===== config.mk =====
export PLATFORM = sky130hd
export DESIGN_NAME = cam_ddr_capture
export DESIGN_NICKNAME = d
export VERILOG_FILES = /design/src/rtl/cam_cap_pkg.sv /design/src/rtl/cam_sync.sv /design/src/rtl/cam_phase.sv /design/src/rtl/cam_capture.sv /design/src/rtl/cam_ddr_capture.sv
export SDC_FILE = /design/constraint.sdc
export NUM_CORES = 1
export LEC_CHECK = 0
export BUFFER_PORTS_ARGS = -buffer_cell sky130_fd_sc_hd__buf_4
export CORE_UTILIZATION = 40
export DETAILED_ROUTE_END_ITERATION = 7
export PLACE_DENSITY = 0.69
export REMOVE_ABC_BUFFERS = 1
export SLEW_MARGIN = 20
export SYNTH_ARGS = -nofsm -noshare
export SYNTH_HDL_FRONTEND = slang
export SYNTH_SLANG_ARGS = --single-unit

===== constraint.sdc =====
create_clock -name clk -period 1.3 [get_ports clk]
set_clock_uncertainty 0.1 [all_clocks]
set_input_delay 0.065 -clock clk [delete_from_list [all_inputs] [get_ports clk]]
set_output_delay 0.065 -clock clk [all_outputs]
set_load 0.1 [all_outputs]

===== src/rtl/cam_cap_pkg.sv =====
// Package: shared defaults for the dual-edge camera capture block.
// Assumes nothing beyond being compiled before the modules that import it.
package cam_cap_pkg;
    localparam int unsigned CAP_DW_DEFAULT    = 10;
    localparam int unsigned CAP_SYNC_DEFAULT  = 2;
endpackage


===== src/rtl/cam_sync.sv =====
// Module: cam_sync
// Multi-stage synchronizer for a bundle of slow asynchronous inputs.
// Assumes the bundle changes far slower than clk, so all bits settle together.
module cam_sync #(
    parameter int unsigned W      = 11,
    parameter int unsigned STAGES = 2
) (
    input  logic         clk,
    input  logic         rst_n,
    input  logic [W-1:0] d,
    output logic [W-1:0] q
);
    logic [W-1:0] stg [STAGES];

    for (genvar g = 0; g < STAGES; g++) begin : g_stage
        if (g == 0) begin : g_first
            // Purpose: first capture of the asynchronous bundle.
            always_ff @(posedge clk) begin
                if (!rst_n) stg[g] <= '0;
                else        stg[g] <= d;
            end
        end else begin : g_next
            // Purpose: further resolution stage.
            always_ff @(posedge clk) begin
                if (!rst_n) stg[g] <= '0;
                else        stg[g] <= stg[g-1];
            end
        end
    end

    assign q = stg[STAGES-1];
endmodule


===== src/rtl/cam_phase.sv =====
// Module: cam_phase
// Finds camera clock edges by XOR of the synchronized level against a
// one-cycle-delayed copy. Runs a divide-by-two slot toggle whose phase is
// reloaded on every edge, so the slot falls one cycle after each edge.
// Assumes clk runs at four times the camera clock.
module cam_phase (
    input  logic clk,
    input  logic rst_n,
    input  logic cam_lvl,
    output logic edge_now,
    output logic slot_now,
    output logic last_rise
);
    logic lvl_dly;
    logic tog;
    logic armed;

    // Purpose: XOR of the level and its delayed copy marks an edge.
    assign edge_now = cam_lvl ^ lvl_dly;
    assign slot_now = tog & armed;

    // Purpose: delayed copy, arming, edge polarity and phase-locked toggle.
    always_ff @(posedge clk) begin
        if (!rst_n) begin
            lvl_dly   <= 1'b0;
            tog       <= 1'b0;
            armed     <= 1'b0;
            last_rise <= 1'b0;
        end else begin
            lvl_dly <= cam_lvl;
            if (edge_now) begin
                armed     <= 1'b1;
                last_rise <= cam_lvl;
                tog       <= 1'b1;
            end else if (armed) begin
                tog <= ~tog;
            end
        end
    end
endmodule


===== src/rtl/cam_capture.sv =====
// Module: cam_capture
// Registers the word on a clean slot. Turns a slot that meets an edge
// into a phase-loss pulse. Assumes the data it is given is already synchronized.
module cam_capture #(
    parameter int unsigned DW = 10
) (
    input  logic          clk,
    input  logic          rst_n,
    input  logic          slot_now,
    input  logic          edge_now,
    input  logic          last_rise,
    input  logic [DW-1:0] word_in,
    output logic [DW-1:0] word_out,
    output logic          word_valid,
    output logic          word_rise,
    output logic          lost_phase
);
    logic take;

    // Purpose: a slot is clean only when no edge arrives in the same cycle.
    assign take = slot_now & ~edge_now;

    // Purpose: output registers; data and tag hold between captures.
    always_ff @(posedge clk) begin
        if (!rst_n) begin
            word_out   <= '0;
            word_valid <= 1'b0;
            word_rise  <= 1'b0;
            lost_phase <= 1'b0;
        end else begin
            word_valid <= take;
            lost_phase <= slot_now & edge_now;
            if (take) begin
                word_out  <= word_in;
                word_rise <= last_rise;
            end
        end
    end
endmodule


===== src/rtl/cam_ddr_capture.sv =====
// Module: cam_ddr_capture (top)
// Captures a camera bus that changes on both camera clock edges, using a
// phase-locked clock enable in a 4x system clock domain.
// Assumes cam_clk is low while rst_n is low.
module cam_ddr_capture
    import cam_cap_pkg::*;
#(
    parameter int unsigned DW     = CAP_DW_DEFAULT,
    parameter int unsigned STAGES = CAP_SYNC_DEFAULT
) (
    input  logic          clk,
    input  logic          rst_n,
    input  logic          cam_clk,
    input  logic [DW-1:0] cam_data,
    output logic [DW-1:0] cap_data,
    output logic          cap_valid,
    output logic          cap_rise,
    output logic          phase_err
);
    localparam int unsigned BW = DW + 1;

    logic [BW-1:0] bundle_s;
    logic          edge_now;
    logic          slot_now;
    logic          last_rise;

    cam_sync #(.W(BW), .STAGES(STAGES)) u_sync (
        .clk   (clk),
        .rst_n (rst_n),
        .d     ({cam_clk, cam_data}),
        .q     (bundle_s)
    );

    cam_phase u_phase (
        .clk       (clk),
        .rst_n     (rst_n),
        .cam_lvl   (bundle_s[BW-1]),
        .edge_now  (edge_now),
        .slot_now  (slot_now),
        .last_rise (last_rise)
    );

    cam_capture #(.DW(DW)) u_cap (
        .clk        (clk),
        .rst_n      (rst_n),
        .slot_now   (slot_now),
        .edge_now   (edge_now),
        .last_rise  (last_rise),
        .word_in    (bundle_s[DW-1:0]),
        .word_out   (cap_data),
        .word_valid (cap_valid),
        .word_rise  (cap_rise),
        .lost_phase (phase_err)
    );
endmodule


* After elaboration in Yosys (flattened, before gate mapping)
Memory sizes are Yosys's and may differ from the RTL's. Index checks and enable logic that the tools add are counted.
Operators by class: $add $sub $neg 0, $mul 0, div/mod/pow operators 0, $lt $le $gt $ge 0, eq/ne operators 0, shifts and indexed selects 0, multiplexer cells 6, bitwise logic cells 8, reduce and logical (&&, ||, !) cells 1
Operators with widths (number):
- two-way mux 11 bit | 2
- two-way mux 1 bit | 4
- bitwise AND 1 bit | 3
- NOT 1 bit | 2
- bitwise OR 1 bit | 2
- nonzero test 2 bit | 1
- XOR 1 bit | 1
Word-level totals: flip-flop bits (word level) 17, latch bits 0, RAM bits 22, ROM bits 0, output and inout port bits 13, logic and storage cells 24, memories kept 1
Memories:
- u_sync.stg | depth 2, width 11, read ports 2, clocked after Yosys merged registers in 0, wr ports 2, line cam_sync.sv:13 | logic [W-1:0] stg [STAGES];

* Depth between registers and ports, before layout
Gate-level depths: netlist (run 1).
depth in word-level cells 3, depth in mapped cells 4

* Cells and area by module
Synthesis (run 1) repeated with hierarchy kept, for this count alone.
Second synthesis, totals: cell total of the unflattened synthesis 112, area total of the unflattened synthesis 1283.7 um2
By module, submodules not included:
- cam_sync | instances 1, cells an instance 46, area an instance 620.6 um2
- cam_capture | instances 1, cells an instance 52, area an instance 518.0 um2
- cam_phase | instances 1, cells an instance 14, area an instance 145.1 um2

* Least setup slack after synthesis (run 1)
Ideal clock, no wire load.
kind register -> register, start register u_cap.word_out[0] (netlist name), end register u_cap.word_out[0], setup time 0.072 ns, arrival 1.150 ns, data required time 1.128 ns, path slack -0.022 ns, cell stages (with the launch flop) 3, period minus slack after synthesis 1.322 ns, cell sequence dfxtp_1 nand2_1 mux2i_1
RTL lines:
- end signal, assigned | line cam_capture.sv:34 | word_out <= word_in;
- end, declared | line cam_capture.sv:13 | output logic [DW-1:0] word_out,

==> impl_metrics.py, run 1 <==
metrics = {
    "synthesis": {
        "synth_top_area_share_pct": 63.4,
        "synth_seq_area_share_pct": 63.4,
        "netlist.top_cell.by_area": "dfxtp_1",
        "synth.area.top_cells": "dfxtp_1, and2_1, mux2i_1, nand2_1, clkbuf_1",
        "yosys.cell_types.count": 13,
        "syn_avg_cell_area_um2": 11.0,
        "yosys_register_bits": 39,
        "ys.warnings.count": 0,
        "synth_area_um2": 1230,
        "syn_inst": 112,
    },
    "die": {
        "fp.dieH_um": 57.5,
        "die_x_um": 57.5,
        "die_area_um2": 3310,
        "io_pins": 26,
        "start_util_pct": 43.6,
        "fp-row-count": 19,
        "core_region_area_um2": 2830,
    },
    "power": {
        "sw_frac_of_total_pct": 21.4,
        "seqPwrFrac_pct": 64.8,
        "p_switching_mw": 0.415,
        "clockPowerShare_pct": 26.9,
        "power_density_nw_per_um2": 1170,
        "p_int_mw": 1.52,
        "peakVddDrop_uv": 762,
        "leakagePower_nw": 0.688,
        "combPwrFrac_pct": 8.3,
    },
    "timing": {
        "setup_violations": 0,
        "fmax_mhz": 798,
        "worst_pin_slew_ns": 0.386,
        "slew_violations": 0,
        "hold_violations": 0,
        "relSlewSlack_pct": 74.3,
        "min_period_over_period_pct": 96.4,
        "setup_slack_ns": 0.0472,
        "fin_crit_ns": 1.25,
        "rsz0062_at_grt": "true",
    },
    "detailed_routing": {
        "avgViaCountPerCell": 4.44,
        "dr_total_vias": 813,
        "ant_nets": 0,
        "wire_per_inst_um": 10.9,
        "drt-pass1-iter-count": 6,
        "drc": 2,
        "drt-total-wl_mm": 2.00,
        "initialDrtViolationCount": 9,
    },
    "clock_tree": {
        "clock_path_buffers": 2,
        "tritoncts": "yes",
        "cts_sinks": 39,
        "ctsHtreeMaxLevel": 2,
        "cts_buffers": 5,
        "insertion_delay_ns": 0.32,
        "cts_root_buf": "clkbuf_4",
        "cts.reportedPaths.clkPinSlew_ns": 0.10,
    },
    "outcome": {
        "violations": "DRC",
        "outcome": "finished with violations",
    },
    "grt": {
        "grt_start_max_net_pins": 51,
        "grt.overflow.total": 0,
        "antenna_found_initial": 0,
        "first_global_vias": 799,
        "grt_util_all_layers_pct": 14.6,
        "grt_first_pass_wirelength_mm": 3.46,
    },
    "setup_path": {
        "worstPathRequired_ns": 1.45,
        "cp-start-kind": "flip-flop",
        "worstPathArrival_ns": 1.41,
        "crit_path_max_fanout": 5,
        "end_kind": "flip-flop",
        "path_class": "flip-flop to flip-flop",
    },
    "layout": {
        "antenna_cells": 0,
        "layout-drive-gt1-share_pct": 25.7,
        "syn_to_final_growth_pct": 34.3,
        "final_nets": 166,
        "final_cell_mix": "dfxtp_1, buf_4, and2_1",
        "final_common_cell": "dfxtp_1",
        "instances_no_fill": 183,
    },
    "run": {
        "drv_cap": 0,
    },
    "placement": {
        "dp_hpwl_mm": 1.19,
        "preCtsSetupSlack_ns": 0.0143,
        "gp_congestion": 0.653,
        "place_inst": 164,
        "io_buffer_count": 25,
    },
    "hold_path": {
        "min_path_type": "primary input to flip-flop",
    },
}
critical path, cell delays in order (launching register included):
cell and delay (ns):
dfxtp_2 0.35, xor2_2 0.20, nor2_4 0.18, buf_12 0.15, mux2i_2 0.20
logic make-up after synthesis:
logic type	count (synthesis)	share of synthesized area [%]
and+or+nand+nor	50	20.9
DFF	39	63.4
muxes	11	8.93
buffers and inverters	7	2.74
AOI/OAI and AO/OA	2	1.22
xor gates and xnor gates	2	2.03
adders and majority gates	1	0.812
final cells by class:
type | count | area, µm²
fill | 250 | 1170
inverter | 1 | 3.75
clock buffer | 6 | 41.3
multi-input combinational | 66 | 427
tap | 31 | 38.8
sequential | 39 | 783
timing repair buffer | 40 | 362
repair_timing:
| item | CTS | global route |
|---|---|---|
| hold endpoints to repair | 11 | 0 |
| setup buffers | 0 | 1 |
| hold buffers | 11 | 0 |
| gates resized for setup | 0 | 5 |
| endpoints found under the setup margin | 0 | 7 |
stage by stage:
stage | utilization, % | hold WS [ns] | power [mW] | instance area [µm²] | setup TNS [ns]
3_3_place_gp | 51.5 | 0.172 | 1.40 | 1460 | 0
6_report | 58.5 | 0.0693 | 1.93 | 1660 | 0
4_1_cts | 56.8 | 0.0699 | 1.95 | 1610 | 0
2_1_floorplan | - | 0.0825 | 1.34 | 1200 | -1.06
5_1_grt | 58.5 | 0.0624 | 2.05 | 1660 | -0.0120
3_5_place_dp | 51.5 | 0.176 | 1.41 | 1460 | 0
synth_stat cells:
library cell / instances
inv_1: 1
buf_6: 1
xor2_2: 1
dfxtp_1: 39
and2_1: 25
nor2_2: 1
xor2_1: 1
maj3_1: 1
and4_1: 1
mux2i_1: 11
o21a_1: 2
nand2_1: 23
clkbuf_1: 5
routing by layer:
layer,track usage (%),vias to the layer above,wire length (µm)
met5,0,-,0
met4,6.27,0,59
met3,6.80,7,88
met2,25.2,19,1030
met1,14.9,361,823
li1,-,426,-
sequential cells by signal (all words and copies together) (netlist names):
register	flops
u_cap.word_rise	1
u_phase.lvl_dly	1
u_cap.word_valid	1
u_cap.word_out	10
u_sync.stg	22
u_phase.last_rise	1
u_cap.lost_phase	1
u_phase.armed	1
u_phase.tog	1
path summary, 6_finish.rpt:
check | from | cells after the start | to | slack (ns)
worst max-delay path | u_sync.stg[1][10] | 4 | u_cap.word_out[5] | 0.05
worst min-delay path | rst_n | 2 | u_phase.armed | 0.07
worst max register to register | u_sync.stg[1][10] | 4 | u_cap.word_out[5] | 0.05
worst min register to register | u_sync.stg[0][3] | 1 | u_sync.stg[1][3] | 0.34
power by group through the flow:
stage,clock network [mW],logic (mW),registers [mW]
final,0.520,0.160,1.25
after global routing,0.620,0.175,1.26
after CTS,0.548,0.152,1.25
after detailed placement,0,0.125,1.28
after global placement,0,0.120,1.28
after floorplan,0,0.0476,1.29
Note: power is estimated with default switching activity, not from simulation.
==> inputs of run 2 (changes only) <==
Settings changed: CORE_UTILIZATION 40 to 51, PLACE_DENSITY 0.69 to 0.72.
==> impl_metrics.py, run 2 (synthesis gave the netlist of run 1 again) <==
metrics = {
    "clock_tree": {
        "cts_root_buf": "clkbuf_4",
        "tritoncts": "yes",
        "cts.reportedPaths.clkPinSlew_ns": 0.10,
        "cts_buffers": 5,
        "ctsHtreeMaxLevel": 2,
        "cts_sinks": 39,
        "insertion_delay_ns": 0.32,
        "clock_path_buffers": 2,
    },
    "grt": {
        "grt_start_max_net_pins": 51,
        "grt_first_pass_wirelength_mm": 3.19,
        "grt_util_all_layers_pct": 17.6,
        "grt.overflow.total": 0,
        "first_global_vias": 785,
        "antenna_found_initial": 0,
    },
    "power": {
        "leakagePower_nw": 0.677,
        "power_density_nw_per_um2": 1220,
        "total_power_mw": 1.96,
        "peakVddDrop_uv": 1010,
    },
    "setup_path": {
        "reg2regPathDepth": 4,
        "worstPathArrival_ns": 1.38,
        "path_class": "flip-flop to flip-flop",
        "slowest_stage": "dfxtp_1",
        "worstPathCellList": "xor2_2 > nor2_2 > buf_4 > mux2i_1",
        "crit_path_max_fanout": 7,
        "slowest_delay_ns": 0.35,
        "r2r_slack_ns": 0.07,
        "timing.rr.start": "u_phase.lvl_dly",
        "worstPathRequired_ns": 1.46,
        "cp-start-kind": "flip-flop",
        "end_kind": "flip-flop",
        "crit_start": "u_phase.lvl_dly",
    },
    "layout": {
        "instances_no_fill": 181,
        "syn_to_final_growth_pct": 30.5,
        "final_cell_mix": "dfxtp_1, buf_4, and2_1",
        "top_register": "u_sync.stg",
        "largest_reg_flops": 22,
        "antenna_cells": 0,
        "final_nets": 165,
        "layout-drive-gt1-share_pct": 23.5,
        "final_common_cell": "dfxtp_1",
        "reg.largest.list": "u_sync.stg x22, u_cap.word_out x10",
    },
    "hold_path": {
        "min_path_type": "primary input to flip-flop",
        "min_from": "rst_n",
        "hold_path_depth": 2,
    },
    "placement": {
        "io_buffer_count": 25,
        "place_inst": 161,
        "dp_hpwl_mm": 1.17,
        "gp_congestion": 0.691,
    },
    "detailed_routing": {
        "drc": 0,
        "initialDrtViolationCount": 6,
        "m1WireLength_um": 795,
        "wl_met3_um": 71,
        "avgViaCountPerCell": 4.52,
        "drt-pass1-iter-count": 4,
        "ant_nets": 0,
        "dr_total_vias": 818,
        "drt-total-wl_mm": 1.92,
        "wl_met2_mm": 1.04,
        "routed.top_layer": "met4",
        "wire_per_inst_um": 10.6,
    },
    "die": {
        "die_area_um2": 2620,
        "core_region_area_um2": 2250,
        "io_pins": 26,
        "fp.dieH_um": 51.2,
        "start_util_pct": 54.7,
        "die_x_um": 51.2,
        "fp-row-count": 17,
    },
    "timing": {
        "fin_crit_ns": 1.23,
        "fmax_mhz": 816,
        "setup_violations": 0,
        "worst_pin_slew_ns": 0.380,
        "relSlewSlack_pct": 74.6,
        "min_period_over_period_pct": 94.3,
        "rsz0062_at_grt": "false",
        "slew_violations": 0,
        "hold_violations": 0,
    },
    "run": {
        "drv_cap": 0,
    },
    "outcome": {
        "outcome": "finished, final reports clean",
    },
}
-- run 2: cell count changes in the layout (fill, tap and decap cells not counted), sizes merged --
cell    previous run  this run
clkinv             0         1
-- run 2: cell type report --
class,count,area [µm²]
clock buffers,7,45.0
well taps,28,35.0
multi-input cells,66,418
repair buffers,39,320
clock inverters,1,5.00
fillers,174,647
flip-flops and latches,39,781
inverters,1,3.75
-- run 2: repair_timing --
action / in CTS / in global routing
setup endpoints to repair: 0 / 2
setup buffers: 0 / 1
gates resized for setup: 0 / 0
hold buffers: 11 / 0
hold endpoints to repair: 11 / 0
-- run 2: routing by layer --
layer  vias to the layer above  global-route usage (%)
met5                         -                       0
met4                         0                    8.33
met3                         2                    8.04
met2                        18                    31.6
met1                       369                    16.9
li1                        429                       -
-- run 2: critical path: cells and delay by family (launching register included) --
kind	cells	cell delay, ns
XOR/XNOR	1	0.19
buffers and inverters	1	0.18
flip-flops	1	0.35
multiplexers	1	0.20
AND/OR/NAND/NOR	1	0.13
-- run 2: power by group --
part / total [mW] / leakage [nW] / switching [mW] / internal (mW)
Combinational: 0.150 / 0.328 / 0.0666 / 0.0833
Sequential: 1.25 / 0.320 / 0.0162 / 1.24
Clock: 0.553 / 0.0293 / 0.342 / 0.211
-- run 2: path summary, 6_finish.rpt --
path	to
max	u_cap.word_out[5]
max reg2reg	u_cap.word_out[5]
min	u_phase.armed
min reg2reg	u_sync.stg[1][7]
-- run 2: stage by stage --
stage               instance area (µm²)  util [%]  setup WS (ns)  hold slack (ns)  TNS (ns)
floorplan                          1200         -        -0.0915           0.0825     -1.06
global placement                   1440      63.9          0.128            0.172         0
detailed placement                 1440      63.9         0.0714            0.176         0
CTS                                1600      71.0         0.0422           0.0619         0
global route                       1610      71.3         0.0212           0.0763         0
finish                             1610      71.3         0.0741           0.0731         0
